==> config.mk <==
export PLATFORM = sky130hd
export DESIGN_NAME = mesi_snoop_ctrl
export DESIGN_NICKNAME = d
export VERILOG_FILES = /design/src/rtl/mesi_pkg.sv /design/src/rtl/mesi_line_array.sv /design/src/rtl/mesi_snoop_resp.sv /design/src/rtl/mesi_cpu_seq.sv /design/src/rtl/mesi_snoop_ctrl.sv
export SDC_FILE = /design/constraint.sdc
export NUM_CORES = 1
export LEC_CHECK = 0
export ABC_CLOCK_PERIOD_IN_PS = 2600
export BUFFER_PORTS_ARGS = -buffer_cell sky130_fd_sc_hd__clkbuf_2
export CAP_MARGIN = 15
export CORE_MARGIN = 8
export CORE_UTILIZATION = 50
export CTS_CLUSTER_SIZE = 12
export DETAILED_ROUTE_END_ITERATION = 16
export GPL_TIMING_DRIVEN = 0
export PLACE_DENSITY = 0.77
export SLEW_MARGIN = 30
export SYNTH_ARGS = -nofsm -noshare
export SYNTH_HDL_FRONTEND = slang
export SYNTH_SLANG_ARGS = --single-unit
==> constraint.sdc <==
create_clock -name clk -period 2.6 [get_ports clk]
set_clock_uncertainty 0.2 [all_clocks]
set_input_delay 0.26 -clock clk [delete_from_list [all_inputs] [get_ports clk]]
set_output_delay 0.26 -clock clk [all_outputs]
set_load 0.05 [all_outputs]
==> src/rtl/mesi_pkg.sv <==
// Shared encodings for the coherence controller.
// Assumes: two-bit state and command fields on every port.
package mesi_pkg;
    typedef enum logic [1:0] {
        ST_I = 2'd0,
        ST_S = 2'd1,
        ST_E = 2'd2,
        ST_M = 2'd3
    } line_st_t;

    typedef enum logic [1:0] {
        OP_RD  = 2'd0,
        OP_RDX = 2'd1,
        OP_INV = 2'd2,
        OP_WB  = 2'd3
    } bus_op_t;
endpackage

==> src/rtl/mesi_line_array.sv <==
// State and tag storage for a direct-mapped array of lines.
// Two combinational read ports (processor side and snoop side) and two write
// ports. Assumes the two write ports never target the same index in one cycle;
// the snoop port wins if they ever do.
module mesi_line_array
    import mesi_pkg::*;
#(
    parameter int INDEX_W = 2,
    parameter int TAG_W   = 4
) (
    input  logic               clk,
    input  logic               rst_n,
    input  logic [INDEX_W-1:0] pa_idx,
    output line_st_t           pa_st,
    output logic [TAG_W-1:0]   pa_tag,
    input  logic [INDEX_W-1:0] pb_idx,
    output line_st_t           pb_st,
    output logic [TAG_W-1:0]   pb_tag,
    input  logic               wa_en,
    input  logic [INDEX_W-1:0] wa_idx,
    input  line_st_t           wa_st,
    input  logic [TAG_W-1:0]   wa_tag,
    input  logic               wb_en,
    input  logic [INDEX_W-1:0] wb_idx,
    input  line_st_t           wb_st
);
    localparam int LINES = 1 << INDEX_W;

    line_st_t         st_q  [LINES];
    logic [TAG_W-1:0] tag_q [LINES];

    // Read ports: plain lookups by index.
    assign pa_st  = st_q[pa_idx];
    assign pa_tag = tag_q[pa_idx];
    assign pb_st  = st_q[pb_idx];
    assign pb_tag = tag_q[pb_idx];

    // Line update: reset to Invalid, snoop write over processor write.
    always_ff @(posedge clk) begin
        for (int i = 0; i < LINES; i++) begin
            if (!rst_n) begin
                st_q[i]  <= ST_I;
                tag_q[i] <= '0;
            end else if (wb_en && (wb_idx == INDEX_W'(i))) begin
                st_q[i] <= wb_st;
            end else if (wa_en && (wa_idx == INDEX_W'(i))) begin
                st_q[i]  <= wa_st;
                tag_q[i] <= wa_tag;
            end
        end
    end


    one_writer_chk: assert property (@(posedge clk) disable iff (!rst_n)
        !(wa_en && wb_en && (wa_idx == wb_idx)));
endmodule

==> src/rtl/mesi_snoop_resp.sv <==
// Snoop response: decides the shared answer, the dirty intervention and the
// new line state for a command seen on the bus.
// Assumes the caller has already removed this cache's own commands.
module mesi_snoop_resp
    import mesi_pkg::*;
(
    input  logic     snp_act,
    input  bus_op_t  snp_op,
    input  logic     tag_eq,
    input  line_st_t line_st,
    output logic     shared_o,
    output logic     wb_o,
    output logic     upd_en,
    output line_st_t upd_st
);
    logic hit;
    assign hit = (line_st != ST_I) && tag_eq;

    // Response decode for one snooped command.
    always_comb begin
        shared_o = 1'b0;
        wb_o     = 1'b0;
        upd_en   = 1'b0;
        upd_st   = line_st;
        if (snp_act && hit) begin
            unique case (snp_op)
                OP_RD: begin
                    shared_o = 1'b1;
                    wb_o     = (line_st == ST_M);
                    upd_en   = (line_st != ST_S);
                    upd_st   = ST_S;
                end
                OP_RDX: begin
                    wb_o   = (line_st == ST_M);
                    upd_en = 1'b1;
                    upd_st = ST_I;
                end
                OP_INV: begin
                    upd_en = 1'b1;
                    upd_st = ST_I;
                end
                default: ;
            endcase
        end
    end
endmodule

==> src/rtl/mesi_cpu_seq.sv <==
// Processor-side sequencer. Idle requests that hit with enough permission
// finish in the request cycle; others wait for the bus. The command is chosen
// in the grant cycle from the line state of that cycle, so a line lost while
// waiting is handled. Assumes the request is held stable until done.
module mesi_cpu_seq
    import mesi_pkg::*;
#(
    parameter int INDEX_W = 2,
    parameter int TAG_W   = 4
) (
    input  logic               clk,
    input  logic               rst_n,
    input  logic               cpu_valid_i,
    input  logic               cpu_write_i,
    input  logic [INDEX_W-1:0] req_idx,
    input  logic [TAG_W-1:0]   req_tag,
    input  line_st_t           line_st,
    input  logic [TAG_W-1:0]   line_tag,
    input  logic               snp_block_i,
    input  logic               bus_gnt_i,
    input  logic               shared_i,
    output logic               cpu_done_o,
    output logic               bus_req_o,
    output logic               bus_valid_o,
    output bus_op_t            bus_op_o,
    output logic [INDEX_W+TAG_W-1:0] bus_addr_o,
    output logic               wr_en_o,
    output line_st_t           wr_st_o,
    output logic [TAG_W-1:0]   wr_tag_o
);
    typedef enum logic {SQ_IDLE, SQ_WAIT} seq_t;

    seq_t seq_q, seq_d;
    logic hit, dirty_victim, local_ok;

    assign hit          = (line_st != ST_I) && (line_tag == req_tag);
    assign dirty_victim = (line_st == ST_M) && (line_tag != req_tag);
    assign local_ok     = hit && (!cpu_write_i || line_st == ST_M || line_st == ST_E);

    // Next-step decode: local completion, bus command choice and line write.
    always_comb begin
        seq_d       = seq_q;
        cpu_done_o  = 1'b0;
        bus_req_o   = 1'b0;
        bus_valid_o = 1'b0;
        bus_op_o    = OP_RD;
        bus_addr_o  = {req_tag, req_idx};
        wr_en_o     = 1'b0;
        wr_st_o     = line_st;
        wr_tag_o    = line_tag;
        unique case (seq_q)
            SQ_IDLE: begin
                if (cpu_valid_i && !snp_block_i) begin
                    if (local_ok) begin
                        cpu_done_o = 1'b1;
                        if (cpu_write_i && line_st == ST_E) begin
                            wr_en_o = 1'b1;
                            wr_st_o = ST_M;
                        end
                    end else begin
                        seq_d = SQ_WAIT;
                    end
                end
            end
            SQ_WAIT: begin
                bus_req_o = 1'b1;
                if (dirty_victim) begin
                    bus_op_o   = OP_WB;
                    bus_addr_o = {line_tag, req_idx};
                end else if (!cpu_write_i) begin
                    bus_op_o = OP_RD;
                end else if (hit) begin
                    bus_op_o = OP_INV;
                end else begin
                    bus_op_o = OP_RDX;
                end
                if (bus_gnt_i) begin
                    bus_valid_o = 1'b1;
                    wr_en_o     = 1'b1;
                    if (bus_op_o == OP_WB) begin
                        wr_st_o = ST_I;
                    end else begin
                        wr_tag_o   = req_tag;
                        wr_st_o    = (bus_op_o == OP_RD) ? (shared_i ? ST_S : ST_E) : ST_M;
                        cpu_done_o = 1'b1;
                        seq_d      = SQ_IDLE;
                    end
                end
            end
            default: seq_d = SQ_IDLE;
        endcase
    end

    // Sequencer state register.
    always_ff @(posedge clk) begin
        if (!rst_n) seq_q <= SQ_IDLE;
        else        seq_q <= seq_d;
    end


    wb_not_final_chk: assert property (@(posedge clk) disable iff (!rst_n)
        (bus_valid_o && bus_op_o == OP_WB) |-> !cpu_done_o);

    silent_needs_hit_chk: assert property (@(posedge clk) disable iff (!rst_n)
        (cpu_done_o && !bus_valid_o) |->
            (line_tag == req_tag && line_st != ST_I &&
             (!cpu_write_i || line_st != ST_S)));

    inv_only_from_shared_chk: assert property (@(posedge clk) disable iff (!rst_n)
        (bus_valid_o && bus_op_o == OP_INV) |-> (line_st == ST_S && line_tag == req_tag));

    req_only_when_asked_chk: assert property (@(posedge clk) disable iff (!rst_n)
        bus_req_o |-> cpu_valid_i);
endmodule

==> src/rtl/mesi_snoop_ctrl.sv <==
// Top of the per-cache coherence controller: line array, processor sequencer
// and snoop responder. Snooped commands are ignored while this cache holds the
// grant. Assumes a single-owner bus and a shared line ORed outside the block.
module mesi_snoop_ctrl
    import mesi_pkg::*;
#(
    parameter int ADDR_W  = 6,
    parameter int INDEX_W = 2
) (
    input  logic              clk,
    input  logic              rst_n,
    input  logic              cpu_valid_i,
    input  logic              cpu_write_i,
    input  logic [ADDR_W-1:0] cpu_addr_i,
    output logic              cpu_done_o,
    output logic [1:0]        cpu_state_o,
    output logic              bus_req_o,
    input  logic              bus_gnt_i,
    output logic              bus_valid_o,
    output logic [1:0]        bus_cmd_o,
    output logic [ADDR_W-1:0] bus_addr_o,
    input  logic              snp_valid_i,
    input  logic [1:0]        snp_cmd_i,
    input  logic [ADDR_W-1:0] snp_addr_i,
    input  logic              shared_i,
    output logic              shared_o,
    output logic              snp_wb_o
);
    localparam int TAG_W = ADDR_W - INDEX_W;

    logic [INDEX_W-1:0] cpu_idx, snp_idx, wa_idx;
    logic [TAG_W-1:0]   cpu_tag, snp_tag, a_tag, b_tag, wa_tag;
    line_st_t           a_st, b_st, wa_st, wb_st;
    logic               wa_en, wb_en, snp_act, snp_block, snp_hit;
    bus_op_t            snp_op, own_op;

    // Address split and snoop qualification.
    assign cpu_idx   = cpu_addr_i[INDEX_W-1:0];
    assign cpu_tag   = cpu_addr_i[ADDR_W-1:INDEX_W];
    assign snp_idx   = snp_addr_i[INDEX_W-1:0];
    assign snp_tag   = snp_addr_i[ADDR_W-1:INDEX_W];
    assign snp_op    = bus_op_t'(snp_cmd_i);
    assign snp_act   = snp_valid_i && !bus_gnt_i;
    assign snp_block = snp_act && (snp_idx == cpu_idx);
    assign snp_hit   = (b_st != ST_I) && (b_tag == snp_tag);

    // Processor-visible state of the requested address.
    assign cpu_state_o = (a_tag == cpu_tag) ? a_st : ST_I;
    assign bus_cmd_o   = own_op;

    mesi_line_array #(.INDEX_W(INDEX_W), .TAG_W(TAG_W)) lines_i (
        .clk    (clk),
        .rst_n  (rst_n),
        .pa_idx (cpu_idx),
        .pa_st  (a_st),
        .pa_tag (a_tag),
        .pb_idx (snp_idx),
        .pb_st  (b_st),
        .pb_tag (b_tag),
        .wa_en  (wa_en),
        .wa_idx (wa_idx),
        .wa_st  (wa_st),
        .wa_tag (wa_tag),
        .wb_en  (wb_en),
        .wb_idx (snp_idx),
        .wb_st  (wb_st)
    );

    assign wa_idx = cpu_idx;

    mesi_cpu_seq #(.INDEX_W(INDEX_W), .TAG_W(TAG_W)) seq_i (
        .clk         (clk),
        .rst_n       (rst_n),
        .cpu_valid_i (cpu_valid_i),
        .cpu_write_i (cpu_write_i),
        .req_idx     (cpu_idx),
        .req_tag     (cpu_tag),
        .line_st     (a_st),
        .line_tag    (a_tag),
        .snp_block_i (snp_block),
        .bus_gnt_i   (bus_gnt_i),
        .shared_i    (shared_i),
        .cpu_done_o  (cpu_done_o),
        .bus_req_o   (bus_req_o),
        .bus_valid_o (bus_valid_o),
        .bus_op_o    (own_op),
        .bus_addr_o  (bus_addr_o),
        .wr_en_o     (wa_en),
        .wr_st_o     (wa_st),
        .wr_tag_o    (wa_tag)
    );

    mesi_snoop_resp snoop_i (
        .snp_act  (snp_act),
        .snp_op   (snp_op),
        .tag_eq   (b_tag == snp_tag),
        .line_st  (b_st),
        .shared_o (shared_o),
        .wb_o     (snp_wb_o),
        .upd_en   (wb_en),
        .upd_st   (wb_st)
    );


    snoop_kill_chk: assert property (@(posedge clk) disable iff (!rst_n)
        (snp_act && snp_hit && (snp_op == OP_RDX || snp_op == OP_INV)) |=>
            ((snp_addr_i != $past(snp_addr_i)) || b_st == ST_I));

    snoop_share_chk: assert property (@(posedge clk) disable iff (!rst_n)
        (snp_act && snp_hit && snp_op == OP_RD) |=>
            ((snp_addr_i != $past(snp_addr_i)) || b_st == ST_S));

    own_cmd_quiet_chk: assert property (@(posedge clk) disable iff (!rst_n)
        bus_valid_o |-> (!shared_o && !snp_wb_o));
endmodule

Word level (Yosys, flattened, before mapping)

Memory sizes are Yosys's and may differ from the RTL's.
Cells that the tools add are included.

Word-level logic and storage cells: 148
RAM bits: 24
Bits in latches: 0
Memory bits (read-only): 0
Input port bits: 21
Memories kept: 2
Register bits: 1
Output and inout port bits: 15

Add/subtract/negate cells: 0
Shift-type cells: 0
Order comparisons: 0
Bitwise logic cells: 13
Multiply operators: 0
Multiplexer cells: 85
Div/mod/pow operators: 0
Eq/ne operators: 17
Reduce and logical (&&, ||, !) cells: 30

Memories:

| memory        | words | bits a word | rd ports | clocked after Yosys merged registers in | write ports | line                  | RTL |
|---|---|---|---|---|---|---|---|
| lines_i.tag_q | 4     | 4           | 2        | 0                                       | 4           | mesi_line_array.sv:30 | `logic [TAG_W-1:0] tag_q [LINES];` |
| lines_i.st_q  | 4     | 2           | 2        | 0                                       | 4           | mesi_line_array.sv:29 | `line_st_t st_q [LINES];` |

Operators with widths:

| cell                                           | number |
|---|---|
| 2-to-1 mux 1 bit                               | 48 |
| 2-to-1 mux 2 bit                               | 22 |
| 2-to-1 mux 4 bit                               | 7 |
| == test 2 bit (second input constant)          | 9 |
| logical AND 1 bit                              | 17 |
| 2-to-1 mux 6 bit                               | 2 |
| OR 1 bit                                       | 12 |
| == test 4 bit                                  | 2 |
| zero test 2 bit                                | 4 |
| one-hot mux 1 bit (2 select lines)             | 4 |
| one-hot mux 2 bit (2 select lines)             | 2 |
| == test 2 x 1 -> 1 bit (second input constant) | 3 |
| != test 4 bit                                  | 1 |
| nonzero test 2 bit                             | 2 |
| OR reduction 2 bit                             | 2 |
| zero test 1 bit                                | 3 |
| == test 2 bit                                  | 1 |
| logical OR 1 bit                               | 2 |
| != test 2 x 1 -> 1 bit (second input constant) | 1 |
| NOT 1 bit                                      | 1 |

Longest topological paths before layout

An unclocked memory read counts as a cell.

Word-level depth: 14
Gate-level depth with buffers: 9
Gate-level depth less buffers: 6

Cells and area by module

Synthesis repeated with hierarchy kept, for this count alone.

Cells, all modules: 188
Area total of the unflattened synthesis: 2028.2 um^2

Modules (own cells, without submodules):

| module          | cells each | seq. area each (um^2) | area an instance (um^2) | times used |
|---|---|---|---|---|
| mesi_line_array | 111        | 720.7                 | 1407.6                  | 1 |
| mesi_cpu_seq    | 44         | 20.0                  | 365.4                   | 1 |
| mesi_snoop_resp | 17         | 0.0                   | 130.1                   | 1 |
| mesi_snoop_ctrl | 16         | 0.0                   | 125.1                   | 1 |

Worst setup path before layout

OpenSTA, ideal clock, no wires.

Path type: input to output
Start point: in cpu_addr_i[0]
End point: out cpu_done_o
Data required time: 2140 ps
Stages: 6
Arrival time: 2372 ps
Path slack: -232 ps
Buffers on the path: 1
Path through: buf_2 > mux4_2 > xnor2_1 > nand4_2 > o21bai_1 > o22ai_1

Cells in the longest elaborated chain, start to end: 11
Elaborated cells on any way between the ends: 26
Those cells by class: eq/ne (6); mux (9); reduce/logical (9); memory (2)

RTL lines:

| item                                                               | line                  | RTL |
|---|---|---|
| start: declaration                                                 | mesi_snoop_ctrl.sv:14 | `input logic [ADDR_W-1:0] cpu_addr_i,` |
| memory read (4 x 4 bit) or memory read (4 x 2 bit) (tied branches) | -                     |  |
| == test 4 bit or nonzero test 2 bit (tied branches)                | mesi_cpu_seq.sv:36    | `assign hit = (line_st != ST_I) && (line_tag == req_tag);` |
| logical AND 1 bit                                                  | mesi_cpu_seq.sv:36    |  |
| 2-to-1 mux 2 bit                                                   | mesi_cpu_seq.sv:72    | `end else if (hit) begin` |
| 2-to-1 mux 2 bit                                                   | mesi_cpu_seq.sv:70    | `end else if (!cpu_write_i) begin` |
| 2-to-1 mux 2 bit                                                   | mesi_cpu_seq.sv:67    | `if (dirty_victim) begin` |
| 2-to-1 mux 2 bit                                                   | mesi_cpu_seq.sv:51    | `unique case (seq_q)` |
| == test 2 bit                                                      | mesi_cpu_seq.sv:80    | `if (bus_op_o == OP_WB) begin` |
| 2-to-1 mux 1 bit                                                   | mesi_cpu_seq.sv:80    |  |
| 2-to-1 mux 1 bit                                                   | mesi_cpu_seq.sv:77    | `if (bus_gnt_i) begin` |
| one-hot mux 1 bit (2 select lines) *                               | mesi_cpu_seq.sv:51    |  |
| end: declaration                                                   | mesi_snoop_ctrl.sv:15 | `output logic cpu_done_o,` |

Every way passes the cells marked *; elsewhere a longest branch is shown, timed or not. The select of a mux whose other input is x is not followed.

==> flow_summary.yaml <==
layout:
  fin_cells: 293
  nets: 270
  fin_area_um2: 2990
  syn_to_final_growth_pct: 60.7
  layout-drive-gt1-share: 0.580
  antennaDiodeCount: 0
global_routing:
  grt_max_degree: 16
  grt_pass1_wl_um: 10300
  track_usage: 0.221
  overflow: 0
  antenna_found_initial: 0
  grt_pass1_vias: 1772
worst_setup_path:
  reg2reg_slack_ns: -0.40
  crit_type: "flop to output pin"
  rr_endpoint: "lines_i.st_q[0][0]"
  r2r_start: "lines_i.tag_q[1][2]"
  endpoint_kind: "output pin"
  path_cells: "mux4_2 > xnor2_4 > buf_6 > nand4_4 > nor2_2 > nand2_1 > a21oi_2 > buf_8"
  cp_slowest_stage_delay_ns: 0.59
  critPathLaunchType: "flop"
  arrival_ns: 2.58
  r2r_cells: 8
  critPathMaxFanout: 6
  cp_slowest_cell: "mux4_2"
  worst_ep_required_time_ns: 2.14
  cpLargestDelayFamily: "multiplexers"
  cp.buffers_inverters: 2
outcome:
  violations: "negative setup slack"
  status: "finished, violations left"
floorplanning:
  io_pins: 36
  fp-row-count: 22
  core-area_um2: 3630
  die_h_um: 77.0
  initial_core_util: 0.513
  dieArea_um2: 5940
  dieWidth_um: 77.0
flow_run:
  drv_cap: 0
logic_synthesis:
  synth_edf_count: 24
  ys_top_cells_by_area: "edfxtp_1 39%, mux4_2 8.5%, xnor2_1 4.7%"
  async_flop_share: 0
  synthTopCellsByCount: "24 x edfxtp_1, 15 x nor2_1, 11 x nand2_1, 11 x nor3_1, 10 x xnor2_1"
  ys_warn_count: 0
  yosys.area.top_type: "edfxtp_1"
  synth.ff_latch_count: 25
  synth_ff_type: "edfxtp_1"
  syn-num-nets: 196
  synth.cell_area_um2: 1860
  synth.avg_cell_area_um2: 10.8
  ys_seq_area_frac: 0.398
  synth_cell_types: 44
  syn_inst: 172
  yosys.area.top_type_share: 0.387
  synth_most_common_cell: "edfxtp_1"
route:
  drt_iter0_drc: 321
  drt_wl_total_um: 8790
  vias: 2060
  vias_per_cell: 7.03
  wl_per_cell_um: 30.0
  drc: 0
  ant_nets: 0
  firstDrtPassIters: 7
timing:
  setup_viol: 60
  drv_slew: 0
  worstMarginPinSlew_ns: 0.816
  period_minus_slack_ns: 3.04
  rsz0062_at_grt: "yes"
  setup_slack_ns: -0.443
  clock.fmax_mhz: 329
  final-hold-violation-count: 0
  slew-limit-headroom: 0.456
  finalCritPeriodShare: 1.17
  finalSetupTns_ns: -18.92
min_path:
  min_to: "seq_i.seq_q"
  min_path_type: "input port to flop"
  worst_hold_path.num_cells: 3
  hp-start: "bus_gnt_i"
clock_network:
  clock-sinks: 25
  tritoncts: "built"
  clk_path_buf_depth: 2
  cts_max_level: 1
  cts_buffers: 3
  clk_latency_ns: 0.27
  root_buffer: "clkbuf_8"
  clk_pin_slew_ns: 0.09
power_and_ir_drop:
  p_leak_nw: 1.17
  power.density_nw_per_um2: 402
  p_int_uw: 777
  swShare: 0.353
  switchingPower_uw: 425
  vdd_drop_max_mv: 0.304
  seqPwrFrac: 0.398
  clkPwrFrac: 0.198
  combinationalPowerShare: 0.404
place:
  dpl_cell_area_um2: 2110
  gp_congestion: 0.833
  io_buffer_count: 33
  post-place-cells: 253
  pre_cts_slack_ns: -0.428
  dpl.hpwl_um: 3560
[worst max-delay path by stage]
stage	startpoint	cells past startpoint	endpoint	slack, ns
after floorplan	cpu_addr_i[0]	8	lines_i.tag_q[0][0]	-0.06
after detailed placement	cpu_addr_i[0]	8	lines_i.tag_q[0][1]	-0.43
final	lines_i.tag_q[1][2]	8	bus_cmd_o[1]	-0.44
after CTS	lines_i.tag_q[3][3]	6	bus_addr_o[3]	-0.17
after global placement	cpu_addr_i[0]	8	lines_i.tag_q[0][1]	-0.37
after global routing	lines_i.tag_q[1][2]	8	bus_cmd_o[1]	-0.54
[flip-flops by register name, summed over array words and instances (netlist names)]
| register | flops |
|---|---|
| seq_i.seq_q | 1 |
| lines_i.tag_q | 16 |
| lines_i.st_q | 8 |
[cells by family after synthesis]
group                      after synthesis  synth area share
buffers and inverters                   18            0.0470
and+or+nand+nor                         65             0.181
muxes                                   23             0.200
DFF                                     25             0.398
adders and majority gates                3            0.0201
AOI/OAI and AO/OA                       26            0.0974
xor gates and xnor gates                12            0.0564
[worst reg2reg max path, delay by kind of cell (launching register included)]
| family | cells | cell delay (ns) |
|---|---|---|
| xor gates and xnor gates | 1 | 0.29 |
| AOI/OAI and AO/OA | 2 | 0.55 |
| and+or+nand+nor | 2 | 0.29 |
| DFF | 1 | 0.47 |
| buffers and inverters | 2 | 0.30 |
| muxes | 1 | 0.59 |
[cell type report]
cell class | count | area (um2)
Timing Repair Buffer | 69 | 613
Sequential cell | 25 | 741
Multi-Input combinational cell | 129 | 1430
Clock inverter | 1 | 7.51
Fill cell | 163 | 639
Inverter | 7 | 26.3
Clock buffer | 3 | 41.3
Buffer | 11 | 71.3
Tap cell | 48 | 60.1
[layout by cell type, fill, tap and decap left out, types with 3 or more instances in the layout]
cell       instances
nor2b_1            3
clkbuf_16          3
xnor2_1            4
a21oi_2            3
nor2_1            13
clkbuf_1           3
edfxtp_1          24
xnor2_4            4
inv_1              7
ha_1               3
clkbuf_8           4
buf_6             11
mux4_2             8
nand3_1            3
mux2i_4            4
nand2_1            7
nor3_1             9
o21ai_4            4
nand3_2            4
mux2_4             5
o22ai_2            3
buf_4             29
clkbuf_2          23
mux2i_1            4
o21ai_2            3
buf_8              6
[repair_timing]
action / 4_1_cts / 5_1_grt
pin swaps: 12 / 14
gates resized for setup: 71 / 48
setup buffers: 11 / 25
cloned: 0 / 0
setup endpoints to repair: 52 / 59
hold buffers: 0 / 0
[through the flow]
stage	util	hold WS, ns	power [mW]
floorplan	-	0.293	0.670
global placement	0.582	0.433	0.736
detailed placement	0.582	0.450	0.741
CTS	0.725	0.163	1.07
global route	0.824	0.220	1.23
finish	0.824	0.218	1.20
[power groups by stage]
stage | logic [mW] | clock network, mW | registers (mW)
5_1_grt | 0.499 | 0.255 | 0.479
6_report | 0.486 | 0.238 | 0.479
2_1_floorplan | 0.191 | 0 | 0.479
3_5_place_dp | 0.261 | 0 | 0.479
4_1_cts | 0.369 | 0.233 | 0.471
3_3_place_gp | 0.258 | 0 | 0.478
[routing by layer]
metal / part of all wire / GRT usage
met1: 0.35 / 0.260
met2: 0.45 / 0.387
met3: 0.11 / 0.0350
met4: 0.085 / 0.0981
met5: 0 / 0
No activity file was read; power rests on OpenSTA's default activity.
